$ cat config.mk
export PLATFORM = sky130hd
export DESIGN_NAME = bitcount_unit
export DESIGN_NICKNAME = d
export VERILOG_FILES = /design/src/rtl/bc_pkg.sv /design/src/rtl/bc_preenc.sv /design/src/rtl/bc_tree.sv /design/src/rtl/bc_finish.sv /design/src/rtl/bitcount_unit.sv
export SDC_FILE = /design/constraint.sdc
export NUM_CORES = 1
export LEC_CHECK = 0
export BUFFER_PORTS_ARGS = -buffer_cell sky130_fd_sc_hd__buf_2
export CORE_ASPECT_RATIO = 1.1
export CORE_UTILIZATION = 59
export CTS_CLUSTER_DIAMETER = 120
export DETAILED_ROUTE_END_ITERATION = 7
export PLACE_DENSITY = 0.81
export SLEW_MARGIN = 30
export SYNTH_ARGS = -nofsm -noshare
export SYNTH_HDL_FRONTEND = slang
export SYNTH_HIERARCHICAL = 1
export SYNTH_SLANG_ARGS = --single-unit
$ cat constraint.sdc
create_clock -name clk -period 6.9 [get_ports clk]
set_clock_uncertainty 0.2 [all_clocks]
set_input_delay 0.345 -clock clk [delete_from_list [all_inputs] [get_ports clk]]
set_output_delay 0.345 -clock clk [all_outputs]
set_load 0.05 [all_outputs]
$ cat src/rtl/bc_pkg.sv
package bc_pkg;

  typedef enum logic [2:0] {
    K_POP = 3'd0,
    K_FWD = 3'd1,
    K_REV = 3'd2,
    K_TZ  = 3'd3,
    K_LZ  = 3'd4
  } bc_kind_e;

  // Codes 5..7 fold onto the population count.
  function automatic bc_kind_e decode_op(input logic [2:0] op);
    case (op)
      3'd1:    decode_op = K_FWD;
      3'd2:    decode_op = K_REV;
      3'd3:    decode_op = K_TZ;
      3'd4:    decode_op = K_LZ;
      default: decode_op = K_POP;
    endcase
  endfunction

endpackage

$ cat src/rtl/bc_preenc.sv
module bc_preenc
  import bc_pkg::*;
#(
  parameter int WIDTH = 64
) (
  input  logic [2:0]       op,
  input  logic             narrow,
  input  logic [WIDTH-1:0] operand,
  output bc_kind_e         kind,
  output logic [WIDTH-1:0] vec,
  output logic             zero
);
  localparam int HALF = WIDTH / 2;
  localparam logic [WIDTH-1:0] ONE  = {{(WIDTH-1){1'b0}}, 1'b1};
  localparam logic [WIDTH-1:0] LOWM = {{(WIDTH-HALF){1'b0}}, {HALF{1'b1}}};

  logic [WIDTH-1:0] mask, xm, rv, rs, src, iso, below;

  assign mask = narrow ? LOWM : '1;
  assign xm   = operand & mask;

  // Bit reversal, then realign the lower half in narrow mode.
  for (genvar i = 0; i < WIDTH; i++) begin : g_rev
    assign rv[i] = xm[WIDTH-1-i];
  end
  assign rs = narrow ? (rv >> HALF) : rv;

  always_comb begin
    kind  = decode_op(op);
    src   = (kind == K_REV || kind == K_LZ) ? rs : xm;
    iso   = src & (~src + ONE);       // lowest set bit alone
    below = (iso - ONE) & mask;       // ones under it; all ones if zero
    vec   = (kind == K_POP) ? xm : below;
    zero  = (xm == '0);
  end

endmodule

$ cat src/rtl/bc_tree.sv
module bc_tree #(
  parameter int WIDTH  = 64,
  parameter int LEVELS = $clog2(WIDTH),
  parameter int CW     = LEVELS + 1
) (
  input  logic [WIDTH-1:0] vec,
  output logic [CW-1:0]    count
);
  // Balanced adder tree, one generate level per halving.
  for (genvar l = 0; l <= LEVELS; l++) begin : g_lvl
    localparam int N = WIDTH >> l;
    logic [CW-1:0] s [N];
    for (genvar i = 0; i < N; i++) begin : g_n
      if (l == 0) begin : g_leaf
        assign s[i] = {{(CW-1){1'b0}}, vec[i]};
      end else begin : g_sum
        assign s[i] = g_lvl[l-1].s[2*i] + g_lvl[l-1].s[2*i+1];
      end
    end
  end

  assign count = g_lvl[LEVELS].s[0];

endmodule

$ cat src/rtl/bc_finish.sv
module bc_finish
  import bc_pkg::*;
#(
  parameter int WIDTH = 64,
  parameter int CW    = $clog2(WIDTH) + 1
) (
  input  bc_kind_e         kind,
  input  logic             narrow,
  input  logic             zero,
  input  logic [WIDTH-1:0] old,
  input  logic [CW-1:0]    count,
  output logic [WIDTH-1:0] result,
  output logic             zf,
  output logic             cf
);
  localparam logic [CW-1:0] EW_FULL = CW'(WIDTH);
  localparam logic [CW-1:0] EW_HALF = CW'(WIDTH / 2);
  localparam logic [CW-1:0] C_ONE   = CW'(1);

  logic [CW-1:0]    ew, idx;
  logic [WIDTH-1:0] cnt_x, idx_x;

  assign ew    = narrow ? EW_HALF : EW_FULL;
  assign idx   = ew - C_ONE - count;
  assign cnt_x = {{(WIDTH-CW){1'b0}}, count};
  assign idx_x = {{(WIDTH-CW){1'b0}}, idx};

  always_comb begin
    result = cnt_x;
    zf     = zero;
    cf     = 1'b0;
    case (kind)
      K_FWD: result = zero ? old : cnt_x;
      K_REV: result = zero ? old : idx_x;
      K_TZ, K_LZ: begin
        cf = zero;
        zf = (count == '0);
      end
      default: ;
    endcase
  end

endmodule

$ cat src/rtl/bitcount_unit.sv
module bitcount_unit
  import bc_pkg::*;
#(
  parameter int WIDTH = 64
) (
  input  logic             clk,
  input  logic             rst_n,
  input  logic             in_valid,
  input  logic [2:0]       in_op,
  input  logic             in_narrow,
  input  logic [WIDTH-1:0] in_operand,
  input  logic [WIDTH-1:0] in_old,
  output logic             out_valid,
  output logic [WIDTH-1:0] out_result,
  output logic             out_zf,
  output logic             out_cf
);
  localparam int CW = $clog2(WIDTH) + 1;

  // Stage 1: pre-encode
  bc_kind_e         p_kind;
  logic [WIDTH-1:0] p_vec;
  logic             p_zero;

  bc_preenc #(.WIDTH(WIDTH)) u_pre (
    .op(in_op), .narrow(in_narrow), .operand(in_operand),
    .kind(p_kind), .vec(p_vec), .zero(p_zero)
  );

  logic             v1_q, v2_q, v3_q;
  bc_kind_e         k1_q, k2_q;
  logic             n1_q, n2_q, z1_q, z2_q;
  logic [WIDTH-1:0] vec1_q, old1_q, old2_q;
  logic [CW-1:0]    cnt2_q;
  logic [WIDTH-1:0] res3_q;
  logic             zf3_q, cf3_q;

  // Stage 2: shared counting tree
  logic [CW-1:0] t_count;
  bc_tree #(.WIDTH(WIDTH)) u_tree (.vec(vec1_q), .count(t_count));

  // Stage 3: result selection and flags
  logic [WIDTH-1:0] f_result;
  logic             f_zf, f_cf;
  bc_finish #(.WIDTH(WIDTH)) u_fin (
    .kind(k2_q), .narrow(n2_q), .zero(z2_q), .old(old2_q), .count(cnt2_q),
    .result(f_result), .zf(f_zf), .cf(f_cf)
  );

  // Next-state: clock enables per stage
  logic en1, en2, en3;
  always_comb begin
    en1 = in_valid;
    en2 = v1_q;
    en3 = v2_q;
  end

  // Valid chain, reset
  always_ff @(posedge clk or negedge rst_n) begin
    if (!rst_n) begin
      v1_q <= 1'b0;
      v2_q <= 1'b0;
      v3_q <= 1'b0;
    end else begin
      v1_q <= in_valid;
      v2_q <= v1_q;
      v3_q <= v2_q;
    end
  end

  // Data registers, no reset, loaded under enable
  always_ff @(posedge clk) begin
    if (en1) begin
      k1_q   <= p_kind;
      n1_q   <= in_narrow;
      z1_q   <= p_zero;
      vec1_q <= p_vec;
      old1_q <= in_old;
    end
    if (en2) begin
      k2_q   <= k1_q;
      n2_q   <= n1_q;
      z2_q   <= z1_q;
      old2_q <= old1_q;
      cnt2_q <= t_count;
    end
    if (en3) begin
      res3_q <= f_result;
      zf3_q  <= f_zf;
      cf3_q  <= f_cf;
    end
  end

  assign out_valid  = v3_q;
  assign out_result = res3_q;
  assign out_zf     = zf3_q;
  assign out_cf     = cf3_q;

endmodule

# After elaboration in Yosys (flattened, before gate mapping)
# Cells that the tools add are included.
[totals]
regBits = 278
word_cells = 112
out_inout_bits = 67
input_bits = 135
[op_classes]
muxes = 10
add_sub_neg = 67
n_eq_ne = 10
n_reduce_logical = 5
n_bitwise = 4
[ops]
columns = ["op", "count"]
rows = [
  ["two-way mux 64 bit", 6],
  ["adder 7 bit", 31],
  ["AND 64 bit", 3],
  ["case mux 64 bit (2 select lines)", 1],
  ["adder 1 x 1 -> 2 bit", 32],
  ["adder 64 x 1 -> 64 bit (second input constant)", 1],
  ["logical NOT 64 bit", 1],
  ["NOT 64 bit", 1],
  ["subtractor 64 x 1 -> 64 bit (second input constant)", 1],
  ["equality test 3 x 2 -> 1 bit (second input constant)", 5],
  ["case mux 3 bit (4 select lines)", 1],
  ["equality test 3 bit (second input constant)", 3],
  ["logical NOT 7 bit", 1],
  ["two-way mux 7 bit", 1],
  ["subtractor 7 x 1 -> 7 bit (second input constant)", 1],
  ["subtractor 7 bit", 1],
  ["equality test 3 x 1 -> 1 bit (second input constant)", 2],
  ["logical NOT 3 bit", 1],
  ["OR reduction 2 bit", 1],
  ["logical OR 1 bit", 1],
  ["two-way mux 1 bit", 1],
]

# Logic depth before layout (Yosys ltp)
# Gate-level depths: netlist (run 1).
[logic_depth]
word_depth = 11
depth_mapped = 20
depth_no_buf = 20

# Cells and area by module
# The synthesis (run 1) kept the hierarchy.
[by_module_without_submodules]
columns = ["module", "cells_each", "area_per_inst_um2", "seq_area_each_um2", "instances"]
rows = [
  ["bitcount_unit", 278, 8333.0, 8333.0, 1],
  ["bc_preenc", 790, 4569.4, 0.0, 1],
  ["bc_tree", 172, 1722.9, 0.0, 1],
  ["bc_finish", 131, 834.6, 0.0, 1],
]

# Least setup slack after synthesis (run 1)
# No wires, ideal clock.
[synth_timing]
path_kind = "register to register"
start = "reg vec1_q[53]"
end = "reg cnt2_q[6], data pin"
path_stages_with_launch = 20
path_buffers = 0
required_ns = 6.441
arrival_time_ns = 5.634
path_slack_ns = 0.807
path_cell_list = "edfxtp_1 > fa_1 > inv_1 > fa_1 > inv_1 > fa_1 > inv_1 > fa_1 > inv_1 > fa_1 > inv_1 > fa_1 > fa_1 > fa_1 > inv_1 > ha_1 > fa_1 > a211o_1 > a21oi_1 > o21bai_1"
[synth_via]
elab_chain_len = 6
[synth_rtl]
columns = ["element", "line_no", "text"]
rows = [
  ["from (decl)", "bitcount_unit.sv:33", "logic [WIDTH-1:0] vec1_q, old1_q, old2_q;"],
  ["from (signal assigned)", "bitcount_unit.sv:77", "vec1_q <= p_vec;"],
  ["adder 1 x 1 -> 2 bit", "bc_tree.sv:17", "assign s[i] = g_lvl[l-1].s[2*i] + g_lvl[l-1].s[2*i+1];"],
  ["adder 7 bit (5 in a row)", "bc_tree.sv:17", ""],
  ["named net t_count[6]", "bitcount_unit.sv:39", "logic [CW-1:0] t_count;"],
  ["to (signal assigned)", "bitcount_unit.sv:85", "cnt2_q <= t_count;"],
  ["to (decl)", "bitcount_unit.sv:34", "logic [CW-1:0] cnt2_q;"],
]
# The timed path passes the listed nets, and every way through them passes these cells.
# A chain may end at the register's enable or synchronous reset.

# Worst setup path in the final report (run 1)
[layout_timing]
start = "reg vec1_q[55]"
end = "reg cnt2_q[6], data pin"
# Same word-level chain as after synthesis.

==> impl_metrics.yaml, run 1 <==
outcome:
  outcome: "completed"
global_routing:
  grt_pass1_wl_mm: 79.5
  antenna_found_initial: 1
  grt_max_degree: 78
  grt_pass1_vias: 12400
  grt_usage: 0.413
  grt_overflow_total: 0
hold_path:
  min_from: "in_operand[62]"
  min_to: "vec1_q[62]$_DFFE_PP_"
  hp-class: "input pin to flip-flop"
  min_delay_path_depth: 2
timing:
  grt_setup_unrepaired: "no"
  fin_setup_tns_ps: 0
  fmax_ghz: 0.147
  min_period_ps: 6810
  hold_viol: 0
  final_max_slew_viol_count: 0
  finalSetupViolations: 0
  post-route-period-util: 0.987
  whs_ps: 37.6
  tightest_slew_ps: 1040
  slew_headroom: 0.300
logic_synthesis:
  synth_edf_count: 275
  synthTopCellsByArea: "edfxtp_1 53%, fa_1 7.0%, nand2_1 2.9%"
  ys.flop_type: "edfxtp_1"
  ys_types: 94
  synth-seq-cells: 278
  synth_top_area_frac: 0.534
  synth_nets: 1576
  syn_avg_cell_area_um2: 11.3
  ys_seq_area_frac: 0.539
  syn_area_um2: 15500
  yosys_warnings: 6
  async_flop_share: 0.0108
  synth_top_cell_by_area: "edfxtp_1"
  syn-instance-count: 1371
floorplanning:
  row_count: 61
  fp.dieArea_um2: 26900
  chipHeight_um: 172
  start_util: 0.606
  die_w_um: 156
  io_pins: 202
  core_um2: 25500
setup_path:
  crit_fanout: 3
  crit_buf_inv: 6
  cpMostUsedCell: "fa_1"
  crit_path_cell_trace: "fa_1, inv_1, fa_1, inv_1, fa_1, inv_1, fa_1, inv_1, fa_1, inv_1, fa_1, fa_1, fa_1, inv_1, ha_1, fa_2, a211o_1, a21oi_1, o21bai_1"
  r2r_slack_ps: 90
  critPathCaptureType: "flip-flop"
  ff2ff_path_depth: 19
  path_class: "flip-flop to flip-flop"
  critical-path-max-stage-delay_ps: 560
  slowest_stage: "fa_1"
  path_depth: 19
  crit_family: "adder cells"
  cp.arrival_ps: 6870
  r2r_end: "cnt2_q[6]$_DFFE_PP_"
  required_ps: 6950
  r2r-start: "vec1_q[55]$_DFFE_PP_"
  setup.worst_path.start_class: "flip-flop"
layout:
  nets: 1775
  drive_gt1_frac: 0.182
  synthToLayoutAreaGrowth_pct: 15.7
  nFillCells: 1767
route:
  drtPass1Iterations: 6
  wl_mm: 56.0
  ant_nets: 0
  vias: 13000
  post_drt_via_cell_ratio: 6.73
  drc_errors: 0
  dr.first_iter.drc_count: 1769
  routedWlPerCell_um: 29.0
cts:
  clock_latency_ps: 510
  numCtsBuffers: 22
  cts_setup_buffers: 0
  cts.clk_slew.worst_paths_ps: 80
  clkSinkCount: 278
  clock_tree.root_cell: "clkbuf_16"
  cts_tree: "yes"
  cts_buffer_depth: 3
  htreeDepth: 1
job:
  drv_cap: 0
placement:
  port-buffer-count: 201
  place_congestion: 1.03
  hpwlAfterDp_mm: 35.0
power_and_ir_drop:
  ir_worst_vdd_uv: 949
  powerDensity_nw_per_um2: 557
  leakagePower_uw: 0.00703
  total_power_uw: 9970
cell type report:
cell class / instances / area (um^2) / share of cell area
multi-input cells: 884 / 6270 / 0.350
well taps: 346 / 433 / 0.0242
diodes: 1 / 2.50 / 0.000140
clock inverters: 7 / 35.0 / 0.00196
flip-flops and latches: 278 / 8340 / 0.466
clock buffers: 31 / 616 / 0.0344
inverters: 99 / 372 / 0.0208
repair buffers: 285 / 1830 / 0.102
worst max-delay path by stage:
stage	startpoint	to
2_1_floorplan	vec1_q[53]$_DFFE_PP_	cnt2_q[6]$_DFFE_PP_
3_3_place_gp	vec1_q[53]$_DFFE_PP_	cnt2_q[6]$_DFFE_PP_
3_5_place_dp	vec1_q[53]$_DFFE_PP_	cnt2_q[6]$_DFFE_PP_
4_1_cts	vec1_q[53]$_DFFE_PP_	cnt2_q[6]$_DFFE_PP_
5_1_grt	vec1_q[53]$_DFFE_PP_	cnt2_q[6]$_DFFE_PP_
6_report	vec1_q[55]$_DFFE_PP_	cnt2_q[6]$_DFFE_PP_
synthesized netlist by cell type (5+ instances only):
cell,n
nor4_1,23
o211ai_1,21
edfxtp_1,275
a21oi_1,72
a32oi_1,6
a21o_1,10
ha_1,16
nor3_1,36
clkbuf_1,56
nor2b_1,15
nand3b_1,5
or4_1,8
xnor2_1,5
a211oi_1,8
nor3b_1,9
nand2_1,118
a31oi_1,8
o2111ai_1,10
buf_6,7
buf_4,6
inv_1,98
o21ai_1,9
and3_1,7
nor2_1,95
buf_1,9
nor4b_1,9
o22ai_1,8
fa_1,54
buf_2,28
a22oi_1,13
a22o_1,8
and2_1,59
o31ai_1,9
mux2i_1,25
o21ai_0,69
nand3_1,32
nand4_1,8
o41ai_1,5
kinds of logic (layout without fill, tap and decap cells):
group | after synthesis | in the layout | share of synthesized area
simple gates | 458 | 458 | 0.154
compound gates | 317 | 317 | 0.139
flops | 278 | 278 | 0.539
buf+inv | 209 | 422 | 0.0582
fa+ha+maj | 70 | 70 | 0.0829
mux | 30 | 30 | 0.0198
xor+xnor | 9 | 9 | 0.00680
other cells | 0 | 1 | 0
where the power goes:
group          total [uW]  switching (uW)  internal, uW
sequential           2420            98.9          2320
combinational        6360            3900          2460
clock                1190             569           623
layer usage:
metal | routed length (um) | track usage | up-vias
met4 | 4440 | 0.275 | 0
met2 | 26700 | 0.707 | 1199
met3 | 5700 | 0.0612 | 273
li1 | - | - | 5414
met1 | 19200 | 0.486 | 6114
met5 | 0 | 0 | -
placed cells by master, fill, tap and decap left out, types with 16 or more instances in the layout:
cell             n
edfxtp_1       275
o211ai_1        21
fa_1            53
a21oi_1         72
dlygate4sd3_1   66
nor2_1          94
o21ai_0         69
nor4_1          23
nor3_1          36
buf_2          199
and2_1          59
nand3_1         32
nand2_1        118
buf_4           19
mux2i_1         25
clkbuf_16       23
ha_1            16
inv_1           98
per-stage QoR:
step                       util  cell area [um^2]  setup slack (ps)  cells
final                     0.702             17900              87.4   1931
after global placement    0.649             16500               672   1825
after global routing      0.702             17900              78.5   1931
after floorplan               -             15500               807   1371
after detailed placement  0.649             16500               548   1825
after CTS                 0.701             17900               426   1929
state kept, by name, indices dropped and copies added, names as in the netlist, 3 cells and up:
register and count:
cnt2_q 7, vec1_q 64, k1_q 3, old1_q 64, out_result 64, k2_q 3
old2_q 64
what timing repair did:
item                                    CTS  global route
gates resized for setup                   0             1
endpoints found under the setup margin    0             1
endpoints found under the hold margin    67             0
hold buffers                             66             0
Note: power is estimated with default switching activity, not from simulation.
==> run 2: changes to the inputs <==
--- a/config.mk
+++ b/config.mk
@@ -5,12 +5,13 @@
 export SDC_FILE = /design/constraint.sdc
 export NUM_CORES = 1
 export LEC_CHECK = 0
+export ABC_AREA = 1
 export BUFFER_PORTS_ARGS = -buffer_cell sky130_fd_sc_hd__buf_2
 export CORE_ASPECT_RATIO = 1.1
-export CORE_UTILIZATION = 59
-export CTS_CLUSTER_DIAMETER = 120
+export CORE_UTILIZATION = 58
+export CTS_CLUSTER_DIAMETER = 80
 export DETAILED_ROUTE_END_ITERATION = 7
-export PLACE_DENSITY = 0.81
+export PLACE_DENSITY = 0.8
 export SLEW_MARGIN = 30
 export SYNTH_ARGS = -nofsm -noshare
 export SYNTH_HDL_FRONTEND = slang
==> run 2 against run 1 <==
Via count shrank 6.5%; sequential power is 2% lower; synthesized cell count grew 12%; final cell count is 10% higher; clock power up 21%; critical path depth did not move; critical endpoint is now cnt2_q[4]$_DFFE_PP_; non-clock buffer count is 7 lower; largest cell class unchanged.
==> impl_metrics.yaml, run 2 <==
setup_path:
  critPathCaptureType: "flip-flop"
  slowest_stage: "fa_1"
  path_class: "flip-flop to flip-flop"
  required_ps: 6970
  cp.arrival_ps: 6330
  crit_path_cell_trace: "fa_1, inv_1, fa_1, inv_1, fa_1, inv_1, fa_1, inv_1, fa_1, inv_1, fa_1, fa_1, fa_1, inv_1, ha_1, fa_1, nand3_1, nand2_1, xor2_1"
  critical-path-max-stage-delay_ps: 540
  setup.worst_path.start_class: "flip-flop"
  cpMostUsedCell: "fa_1"
  crit_fanout: 3
cts:
  cts.clk_slew.worst_paths_ps: 70
  cts_buffer_depth: 3
  cts_setup_buffers: 0
  clock_tree.root_cell: "clkbuf_16"
  clkSinkCount: 278
  numCtsBuffers: 24
  clock_latency_ps: 520
  cts_tree: "yes"
  htreeDepth: 1
logic_synthesis:
  synth_commonest_cells: "418 x nand2_1, 275 x edfxtp_1, 248 x nor2_1, 243 x inv_1, 79 x nand3_1"
  syn_area_um2: 14600
  ys.flop_type: "edfxtp_1"
  syn-instance-count: 1541
  yosys_warnings: 6
  synth.most_common_cell: "nand2_1"
  synthTopCellsByArea: "edfxtp_1 57%, nand2_1 11%, fa_1 7.4%"
  synth_nets: 1746
  synth_top_area_frac: 0.565
  ys_seq_area_frac: 0.570
  synth-seq-cells: 278
  ys_types: 35
  synth_edf_count: 275
  synth_top_cell_by_area: "edfxtp_1"
  syn_avg_cell_area_um2: 9.48
  async_flop_share: 0.0108
placement:
  place_congestion: 0.980
  port-buffer-count: 201
  dpl_cell_area_um2: 15800
  dp_cells: 2013
  hpwlAfterDp_mm: 31.8
floorplanning:
  row_count: 60
  fp.dieArea_um2: 25800
  core_um2: 24600
  chipHeight_um: 168
  die_w_um: 153
  start_util: 0.593
  io_pins: 202
route:
  drc_errors: 0
  dr.first_iter.drc_count: 1681
  routedWlPerCell_um: 23.2
  drtPass1Iterations: 7
  ant_nets: 0
  wl_mm: 49.4
  vias: 12200
  post_drt_via_cell_ratio: 5.72
power_and_ir_drop:
  powerDensity_nw_per_um2: 513
  ir_worst_vdd_uv: 1060
  leakagePower_uw: 0.00807
timing:
  finalSetupViolations: 0
  tightest_slew_ps: 1200
  slew_headroom: 0.194
  hold_viol: 0
  grt_setup_unrepaired: "no"
  post-route-period-util: 0.906
  fmax_ghz: 0.160
  final_max_slew_viol_count: 0
  fin_setup_tns_ps: 0
  min_period_ps: 6250
layout:
  nets: 2002
  post-route-util: 0.704
  synthToLayoutAreaGrowth_pct: 18.5
  final_common_cell: "nand2_1"
  drive_gt1_frac: 0.148
  layoutNonFillerInstCount: 2126
  final_cell_mix: "417 x nand2_1, 275 x edfxtp_1, 248 x nor2_1"
  final_area_um2: 17300
global_routing:
  grt_usage: 0.385
  antenna_found_initial: 1
  grt_pass1_wl_mm: 72.2
  grt_max_degree: 83
  grt_overflow_total: 0
  grt_pass1_vias: 12200
hold_path:
  hp-class: "input pin to flip-flop"
job:
  drv_cap: 0
outcome:
  outcome: "completed"
[run 2: cell count changes after synthesis, moves of 11 or more]
| cell | delta |
|---|---|
| buf_2 | -11 |
| o211ai_1 | -16 |
| a22oi_1 | -13 |
| nor2_1 | +153 |
| nand2_1 | +300 |
| mux2i_1 | -25 |
| nand3_1 | +47 |
| nor3_1 | -34 |
| inv_1 | +145 |
| clkbuf_1 | -40 |
| a21oi_1 | -68 |
| and2_1 | -58 |
| nor2b_1 | -15 |
[run 2: timing repair]
action / in CTS / in global routing
gates resized for setup: 0 / 0
endpoints found under the hold margin: 69 / 0
hold buffers: 68 / 0
[run 2: cell families (layout without fill, tap and decap cells)]
group,Yosys count,after routing,share of synthesized area
other,0,1,0
flip-flops,278,278,0.570
AND/OR/NAND/NOR,800,800,0.224
XOR/XNOR,3,3,0.00180
AO/OA/AOI/OAI,93,93,0.0339
adder cells (fa/ha/maj),70,70,0.0877
buffers and inverters,297,571,0.0826
[run 2: area by class of cell]
class,count,area [um^2]
multi-input combinational,966,5080
clock inverter,12,174
tap,310,388
clock buffer,32,652
timing repair buffer,278,1760
inverter,249,935
sequential,278,8340
antenna,1,2.50
fill,1721,7300
[run 2: worst paths after layout]
| path | start | endpoint | slack, ps | cells past startpoint |
|---|---|---|---|---|
| max | vec1_q[53]$_DFFE_PP_ | cnt2_q[4]$_DFFE_PP_ | 650 | 19 |
| min | in_operand[7] | vec1_q[7]$_DFFE_PP_ | 20 | 3 |
| max reg2reg | vec1_q[53]$_DFFE_PP_ | cnt2_q[4]$_DFFE_PP_ | 650 | 19 |
| min reg2reg | old1_q[7]$_DFFE_PP_ | old2_q[7]$_DFFE_PP_ | 220 | 0 |
| max in group asynchronous | rst_n | en3$_DFF_PN0_ | 5700 | 3 |
| min in group asynchronous | rst_n | en2$_DFF_PN0_ | 600 | 3 |
[run 2: critical path, delay by kind of cell (launching register included)]
kind	cells	cell delay, ps
xor gates and xnor gates	1	160
adders and majority gates	10	4690
buffers and inverters	6	360
DFF	1	390
and+or+nand+nor	2	210
[run 2: metal layers]
layer	vias to the layer above	routed length, um	global-route usage
met5	-	0	0
met4	0	3290	0.218
met3	198	4110	0.0458
met2	847	24600	0.694
met1	5696	17300	0.447
li1	5414	-	-
[run 2: where the power goes]
group / internal (uW) / leakage [uW] / switching (uW)
Combinational: 1870 / 0.00485 / 3210
Sequential: 2290 / 0.00283 / 86.9
Clock: 821 / 0.000391 / 615
Total: 4980 / 0.00807 / 3910
[run 2: through the flow]
step           total power (uW)  hold WS (ps)  setup WS, ps
3_3_place_gp               6630         -49.6           880
5_1_grt                    9300          16.6           504
6_report                   8890          19.6           645
2_1_floorplan              5920          -151          1020
3_5_place_dp               6920         -42.7           792
4_1_cts                    8590         0.340           703
==> run 3: changes to the inputs <==
--- a/config.mk
+++ b/config.mk
@@ -11,7 +11,7 @@
 export CORE_UTILIZATION = 58
 export CTS_CLUSTER_DIAMETER = 80
 export DETAILED_ROUTE_END_ITERATION = 7
-export PLACE_DENSITY = 0.8
+export PLACE_DENSITY_LB_ADDON = 0.12
 export SLEW_MARGIN = 30
 export SYNTH_ARGS = -nofsm -noshare
 export SYNTH_HDL_FRONTEND = slang
==> run 3 against run 2 <==
Non-clock buffer count fell by 1; combinational power rose by 4.1%; first-iteration DRC count fell by 4.9%; highest routed layer unchanged; sequential cell count did not move; core utilization fell by 0.32 points; design area fell by 0.46%; sequential power barely moved; global-route usage fell by 0.58 points; wire length fell by 0.71%; total power rose by 1.3%.
==> impl_metrics.yaml, run 3 (same netlist as run 2, synthesis figures left out) <==
outcome:
  outcome: "completed"
route:
  vias: 12100
  drtPass1Iterations: 6
  dr.first_iter.drc_count: 1599
  ant_nets: 0
  post_drt_via_cell_ratio: 5.71
  routedWlPerCell_um: 23.1
  wl_mm: 49.0
  drc_errors: 0
layout:
  synthToLayoutAreaGrowth_pct: 18.0
  multi_input_area_um2: 5080
  post-route-util: 0.700
  nets: 2001
  layoutNonFillerInstCount: 2122
  final_common_cell: "nand2_1"
  final_cell_mix: "417 x nand2_1, 275 x edfxtp_1, 248 x nor2_1"
  final_area_um2: 17200
  nFillCells: 1788
  seq_area_um2: 8340
  drive_gt1_frac: 0.147
floorplanning:
  core_um2: 24600
  row_count: 60
  start_util: 0.593
  fp.dieArea_um2: 25800
  chipHeight_um: 168
  io_pins: 202
  die_w_um: 153
placement:
  port-buffer-count: 201
  dp_cells: 2012
  dpl_cell_area_um2: 15800
  hpwlAfterDp_mm: 31.9
  place_congestion: 0.978
setup_path:
  ff2ff_path_depth: 19
  r2r_slack_ps: 470
  slowest_stage: "fa_1"
  cpMostUsedCell: "fa_1"
  crit_path_cell_trace: "fa_1, inv_1, fa_1, inv_1, fa_1, inv_1, fa_1, inv_1, fa_1, inv_1, fa_1, fa_1, fa_1, inv_1, ha_1, fa_1, nand3_1, nand2_1, xor2_1"
  r2r_end: "cnt2_q[4]$_DFFE_PP_"
  path_class: "flip-flop to flip-flop"
  setup.worst_path.start_class: "flip-flop"
  required_ps: 6960
  cp.arrival_ps: 6490
  r2r-start: "vec1_q[53]$_DFFE_PP_"
  crit_fanout: 3
  critical-path-max-stage-delay_ps: 560
  critPathCaptureType: "flip-flop"
timing:
  finalSetupViolations: 0
  post-route-period-util: 0.932
  tightest_slew_ps: 889
  hold_viol: 0
  fmax_ghz: 0.156
  slew_headroom: 0.407
  final_max_slew_viol_count: 0
  min_period_ps: 6430
  fin_setup_tns_ps: 0
  grt_setup_unrepaired: "no"
cts:
  htreeDepth: 1
  clock_latency_ps: 530
  clock_tree.root_cell: "clkbuf_16"
  cts_tree: "yes"
  cts_resized: 0
  numCtsBuffers: 24
  cts.clk_slew.worst_paths_ps: 70
  cts_buffer_depth: 3
  clkSinkCount: 278
job:
  drv_cap: 0
power_and_ir_drop:
  leakagePower_uw: 0.00803
  powerDensity_nw_per_um2: 522
  ir_worst_vdd_uv: 1160
global_routing:
  grt_usage: 0.379
  grt_pass1_vias: 12200
  antenna_found_initial: 0
  grt_overflow_total: 0
  grt_max_degree: 93
  grt_pass1_wl_mm: 71.6
hold_path:
  min_from: "in_op[1]"
  hp-class: "input pin to flip-flop"
  min_delay_path_depth: 3
  min_to: "k1_q[1]$_DFFE_PP_"
==> run 3: changes by cell type in the layout (fill, tap and decap cells not counted) <==
cell,delta
clkinvlp_4,+2
bufinv_16,-3
clkinv_1,+2
dfrtp_2,-1
clkbuf_1,-3
buf_4,-1
buf_16,+1
dlygate4sd3_1,-1
clkinv_4,-2
dfrtp_4,+1
clkinv_2,+1
==> run 3: per-stage QoR <==
stage          hold slack (ps)  power [uW]  worst slack, ps
2_1_floorplan             -151        5920             1020
3_3_place_gp             -52.0        6630              899
3_5_place_dp             -47.4        7230              744
4_1_cts                   3.84        8780              555
5_1_grt                   26.2        9370              314
6_report                  19.1        9010              470
==> run 3: report_power, final <==
part	switching (uW)	leakage (uW)	internal, uW	total [uW]
combinational	3350	0.00486	1940	5290
clock	603	0.000344	700	1300
sequential	85.5	0.00283	2330	2410
total	4030	0.00803	4970	9010
==> run 3: worst max-delay path by stage <==
stage | start | endpoint | slack [ps] | depth (start not counted)
2_1_floorplan | vec1_q[53]$_DFFE_PP_ | cnt2_q[4]$_DFFE_PP_ | 1020 | 19
3_3_place_gp | vec1_q[53]$_DFFE_PP_ | cnt2_q[4]$_DFFE_PP_ | 900 | 19
3_5_place_dp | vec1_q[53]$_DFFE_PP_ | cnt2_q[4]$_DFFE_PP_ | 740 | 19
4_1_cts | vec1_q[53]$_DFFE_PP_ | cnt2_q[4]$_DFFE_PP_ | 550 | 19
5_1_grt | vec1_q[53]$_DFFE_PP_ | cnt2_q[4]$_DFFE_PP_ | 310 | 19
6_report | vec1_q[53]$_DFFE_PP_ | cnt2_q[4]$_DFFE_PP_ | 470 | 19
==> run 3: cell type report <==
cell class,count,share of cell area
clock inverter,12,0.00544
timing repair buffer,277,0.103
tap,310,0.0225
sequential,278,0.484
antenna,1,0.000145
clock buffer,29,0.0371
inverter,249,0.0542
multi-input combinational,966,0.294
==> run 3: worst max-delay path, delay by kind of cell (launching register included) <==
| kind | cells | cell delay (ps) |
|---|---|---|
| adders and majority gates | 10 | 4820 |
| DFF | 1 | 400 |
| buffers and inverters | 6 | 370 |
| and+or+nand+nor | 2 | 210 |
| xor gates and xnor gates | 1 | 170 |
==> run 3: what timing repair did <==
action	in CTS	in global routing
hold buffers	67	0
endpoints found under the hold margin	68	0
setup buffers	0	0
==> run 3: per-layer routing <==
layer / vias up / wire (um) / track usage
li1: 5410 / - / -
met1: 5689 / 17500 / 0.450
met2: 852 / 23900 / 0.667
met5: - / 0 / 0
met3: 172 / 3990 / 0.0351
met4: 0 / 3630 / 0.244
